### config.mk
export PLATFORM = sky130hd
export DESIGN_NAME = bridge_abort_ctrl
export DESIGN_NICKNAME = d
export VERILOG_FILES = /design/src/rtl/bridge_abort_pkg.sv /design/src/rtl/grant_watchdog.sv /design/src/rtl/abort_responder.sv /design/src/rtl/bridge_abort_ctrl.sv
export SDC_FILE = /design/constraint.sdc
export NUM_CORES = 1
export LEC_CHECK = 0
export ABC_AREA = 1
export CAP_MARGIN = 40
export CORE_AREA = 4 4 41 43
export CTS_BUF_LIST = sky130_fd_sc_hd__clkbuf_8 sky130_fd_sc_hd__clkbuf_16
export CTS_CLUSTER_SIZE = 24
export DETAILED_ROUTE_END_ITERATION = 7
export DIE_AREA = 0 0 45 47
export DONT_BUFFER_PORTS = 1
export RECOVER_POWER = 50
export SYNTH_ARGS = -nofsm -noshare
export SYNTH_HDL_FRONTEND = slang
export SYNTH_SLANG_ARGS = --single-unit
export TNS_END_PERCENT = 30
### constraint.sdc
create_clock -name clk -period 1.4 [get_ports clk]
set_clock_uncertainty 0.15 [all_clocks]
set_input_delay 0.21 -clock clk [delete_from_list [all_inputs] [get_ports clk]]
set_output_delay 0.21 -clock clk [all_outputs]
set_load 0.01 [all_outputs]
### src/rtl/bridge_abort_pkg.sv
package bridge_abort_pkg;

    // Registered state of the abort-receiving side
    typedef struct packed {
        logic busy;
        logic ack;
        logic retry;
        logic cancel;
    } resp_state_t;

    localparam resp_state_t RESP_RESET = '{busy: 1'b0, ack: 1'b0, retry: 1'b0, cancel: 1'b0};

endpackage

### src/rtl/grant_watchdog.sv
module grant_watchdog #(
    parameter int WAIT_CYCLES = 16,
    parameter bit TIMEOUT_EN  = 1'b1
) (
    input  logic clk,
    input  logic rst_n,
    input  logic req_i,
    input  logic gnt_i,
    output logic abort_o
);

    localparam int CNT_W = (WAIT_CYCLES > 2) ? $clog2(WAIT_CYCLES) : 1;
    localparam logic [CNT_W-1:0] LAST = CNT_W'(WAIT_CYCLES - 1);

    typedef struct packed {
        logic [CNT_W-1:0] cnt;
        logic             abort;
    } wd_state_t;

    wd_state_t st_d, st_q;

    always_comb begin
        st_d       = st_q;
        st_d.abort = 1'b0;
        if (!TIMEOUT_EN || !req_i || gnt_i) begin
            st_d.cnt = '0;
        end else if (st_q.cnt == LAST) begin
            st_d.cnt   = '0;
            st_d.abort = 1'b1;
        end else begin
            st_d.cnt = st_q.cnt + 1'b1;
        end
    end

    always_ff @(posedge clk) begin
        if (!rst_n) st_q <= '0;
        else        st_q <= st_d;
    end

    assign abort_o = st_q.abort;


    abort_single_chk: assert property (@(posedge clk) disable iff (!rst_n)
        abort_o |=> !abort_o);


    abort_cause_chk: assert property (@(posedge clk) disable iff (!rst_n)
        abort_o |-> $past(req_i && !gnt_i));


    grant_clears_chk: assert property (@(posedge clk) disable iff (!rst_n)
        (gnt_i || !req_i) |=> !abort_o);

    generate
        if (!TIMEOUT_EN) begin : g_off_chk

            always_ff @(posedge clk) begin
                if (rst_n) disabled_chk: assert (!abort_o);
            end
        end
    endgenerate

endmodule

### src/rtl/abort_responder.sv
module abort_responder
    import bridge_abort_pkg::*;
(
    input  logic clk,
    input  logic rst_n,
    input  logic start_i,
    input  logic done_i,
    input  logic abort_i,
    output logic busy_o,
    output logic ack_o,
    output logic retry_o,
    output logic cancel_o
);

    resp_state_t st_d, st_q;

    always_comb begin
        st_d        = st_q;
        st_d.ack    = 1'b0;
        st_d.retry  = 1'b0;
        st_d.cancel = 1'b0;
        if (!st_q.busy) begin
            st_d.busy = start_i;
        end else if (done_i) begin
            st_d.busy = 1'b0;
            st_d.ack  = 1'b1;
        end else if (abort_i) begin
            st_d.busy   = 1'b0;
            st_d.retry  = 1'b1;
            st_d.cancel = 1'b1;
        end
    end

    always_ff @(posedge clk) begin
        if (!rst_n) st_q <= RESP_RESET;
        else        st_q <= st_d;
    end

    assign busy_o   = st_q.busy;
    assign ack_o    = st_q.ack;
    assign retry_o  = st_q.retry;
    assign cancel_o = st_q.cancel;


    busy_set_chk: assert property (@(posedge clk) disable iff (!rst_n)
        (!busy_o && start_i) |=> busy_o);


    busy_hold_chk: assert property (@(posedge clk) disable iff (!rst_n)
        (busy_o && !done_i && !abort_i) |=> busy_o);


    ack_chk: assert property (@(posedge clk) disable iff (!rst_n)
        (busy_o && done_i) |=> (ack_o && !busy_o));


    retry_cancel_chk: assert property (@(posedge clk) disable iff (!rst_n)
        (busy_o && abort_i && !done_i) |=> (retry_o && cancel_o && !busy_o));


    idle_abort_chk: assert property (@(posedge clk) disable iff (!rst_n)
        !busy_o |=> (!retry_o && !cancel_o));


    ack_retry_excl_chk: assert property (@(posedge clk) disable iff (!rst_n)
        !(ack_o && retry_o));

endmodule

### src/rtl/bridge_abort_ctrl.sv
module bridge_abort_ctrl #(
    parameter int WAIT_CYCLES = 16,
    parameter bit TIMEOUT_EN  = 1'b1
) (
    input  logic clk,
    input  logic rst_n,
    input  logic fs_req_i,
    input  logic fs_gnt_i,
    output logic abort_o,
    input  logic sf_start_i,
    input  logic sf_done_i,
    output logic sf_busy_o,
    output logic sf_ack_o,
    output logic sf_retry_o,
    output logic sf_cancel_o
);

    logic abort_w;

    grant_watchdog #(
        .WAIT_CYCLES(WAIT_CYCLES),
        .TIMEOUT_EN (TIMEOUT_EN)
    ) i_watchdog (
        .clk    (clk),
        .rst_n  (rst_n),
        .req_i  (fs_req_i),
        .gnt_i  (fs_gnt_i),
        .abort_o(abort_w)
    );

    abort_responder i_responder (
        .clk     (clk),
        .rst_n   (rst_n),
        .start_i (sf_start_i),
        .done_i  (sf_done_i),
        .abort_i (abort_w),
        .busy_o  (sf_busy_o),
        .ack_o   (sf_ack_o),
        .retry_o (sf_retry_o),
        .cancel_o(sf_cancel_o)
    );

    assign abort_o = abort_w;


    reset_quiet_chk: assert property (@(posedge clk)
        !rst_n |=> !(abort_o || sf_busy_o || sf_ack_o || sf_retry_o || sf_cancel_o));

endmodule

==> impl_metrics.json <==
{
  "synth.area.top_cells": "dfxtp_1 (54%), inv_1 (6.4%), nand2_1 (6.4%), nor2_1 (6.4%), ha_1 (4.2%)",
  "ys_seq_elements": 8,
  "postCtsSetupRepairBufs": 0,
  "clockBufferDepth": 2,
  "netlist_instances": 35,
  "rsz0062_at_grt": "no",
  "area_growth_pct": 28.0,
  "std_cell_rows": 13,
  "path_class": "flop to flop",
  "firstDrtPassIters": 3,
  "final.setup.tns_ns": 0,
  "nFillCells": 149,
  "synth_cell_types": 14,
  "final-hold-violation-count": 0,
  "synth_top_cell_by_area": "dfxtp_1",
  "multi_input_area_um2": 109,
  "grt_max_degree": 5,
  "cts.clk_slew.worst_paths_ns": 0.04,
  "die_x_um": 45,
  "hold_path_class": "input pin to flop",
  "path_buf_inv": 0,
  "status": "complete, no violations",
  "worstPathMaxFanout": 4,
  "dp_hpwl_um": 400,
  "cts_tree": "built",
  "htreeDepth": 1,
  "final_cell_area_um2": 378,
  "final_common_cell": "dfxtp_1",
  "startpoint_type": "flop",
  "cp.arrival_ns": 1.07,
  "fin_crit_sh_pct": 78.5,
  "cpPeakStageDelay_ns": 0.37,
  "die_h_um": 47,
  "grt_pass1_wl_um": 883,
  "tightestPinTransition_ns": 0.199,
  "route.detailed.drc": 0,
  "path_delay_family": "flip-flops",
  "cts_made_buffers": 3,
  "first_iter_violations": 2,
  "seq_area_frac_synth_pct": 54.2,
  "coreArea_um2": 1300,
  "cts_resized": 0,
  "pin_count": 11,
  "initial_utilization_pct": 22.7,
  "seq_area_um2": 160,
  "diodes": 0,
  "yosys_warnings": 0,
  "final_nets": 49,
  "power.density_nw_per_um2": 1410,
  "avgRoutedWirePerCell_um": 9.40,
  "grt_pass1_vias": 226,
  "slew_headroom_pct": 86.7,
  "worst_hold_slack_ns": 0.0262,
  "placed_cell_area_um2": 307,
  "final_cell_mix": "dfxtp_1 (8), inv_1 (5), nand2_1 (5), nor2_1 (5)",
  "drv_cap": 0,
  "power.leakage_nw": 0.150,
  "postRouteWirelength_um": 517,
  "drive_gt1_share_pct": 15.0,
  "io_buffers": 0,
  "period_minus_slack_ns": 1.10,
  "clk_latency_ns": 0.23,
  "drv_slew": 0,
  "cts_num_sinks": 8,
  "yosys.area.top_type_share_pct": 54.2,
  "ant_nets": 0,
  "vias_per_cell": 4.07,
  "grt.overflow.total": 0,
  "synth_fp_nets": 42,
  "antenna_found_initial": 0,
  "vias": 224,
  "ir_drop_mv": 0.547,
  "cp-end-kind": "flop",
  "die_area_um2": 2120,
  "cp_slowest_cell": "dfxtp_1",
  "syn_avg_cell_area_um2": 8.44,
  "critical_path.cell_chain": "ha_1 -> nand3_1 -> nand2_2 -> nor2_2",
  "setup_viol": 0,
  "cts_hold_buf": 3,
  "cp.required_ns": 1.37,
  "grtUsageTotal_pct": 6.65,
  "syn_area_um2": 295,
  "cts-root-buf": "clkbuf_8",
  "routabilityCongestion": 0.661,
  "fmax_mhz": 909
}
-- path summary, 6_finish.rpt --
path	from	to	slack [ns]	cells after the start
worst max-delay path	i_watchdog.st_q[1]	i_watchdog.st_q[4]	0.30	4
worst min-delay path	sf_start_i	i_responder.busy_o	0.03	2
worst max register to register	i_watchdog.st_q[1]	i_watchdog.st_q[4]	0.30	4
worst min register to register	i_watchdog.st_q[1]	i_watchdog.st_q[1]	0.31	1
-- state kept, by name, indices dropped and copies added, names as in the netlist --
register / cells
i_responder.ack_o: 1
i_responder.busy_o: 1
i_responder.cancel_o: 1
i_watchdog.abort_o: 1
i_watchdog.st_q: 4
-- final cells by class --
type,count,share of cell area (%)
Sequential cell,8,42.4
Timing Repair Buffer,3,7.95
Clock buffer,3,10.9
Tap cell,15,4.97
Inverter,5,4.97
Multi-Input combinational cell,21,28.8
-- synthesized netlist by cell type --
master   instances
ha_1             1
dfxtp_1          8
nand2_1          5
nor2_2           2
a21oi_1          1
nand2_2          1
inv_1            5
nand3_1          2
xnor2_1          1
buf_4            1
nor3_1           1
nor2_1           5
nand4_1          1
o21ai_0          1
-- through the flow --
stage               setup slack [ns]  std cells  utilization, %  power, W
floorplan                      0.370         35               -  0.000252
global placement               0.311         49            23.6  0.000254
detailed placement             0.298         49            23.6  0.000255
CTS                            0.288         55            29.0  0.000549
global route                   0.198         55            29.0  0.000560
finish                         0.300         55            29.0  0.000532
-- per-layer routing --
metal | part of all wire [%] | global-route usage, %
met3 | 10 | 6.13
met4 | 2.7 | 5.26
met2 | 46 | 9.60
met5 | 0 | 0
met1 | 41 | 5.71
-- kinds of logic (layout without fill, tap and decap cells) --
kind of cell	Yosys count	count (layout)	share of synthesized area, %
and+or+nand+nor	17	17	26.3
xor gates and xnor gates	1	1	2.97
AOI/OAI and AO/OA	2	2	3.39
buffers and inverters	6	11	8.90
DFF	8	8	54.2
adders and majority gates	1	1	4.24
-- where the power goes --
part	internal, W	total, W	switching [W]	leakage [nW]
Sequential	0.000234	0.000240	0.00000572	0.0650
Combinational	0.00000980	0.0000185	0.00000866	0.0636
Clock	0.000186	0.000274	0.0000882	0.0216
-- worst reg2reg max path, delay by kind of cell (launching register included) --
| kind | cells | cell delay, ns |
|---|---|---|
| simple gates | 3 | 0.29 |
| flops | 1 | 0.37 |
| fa+ha+maj | 1 | 0.20 |
(Power assumes the default switching activity.)
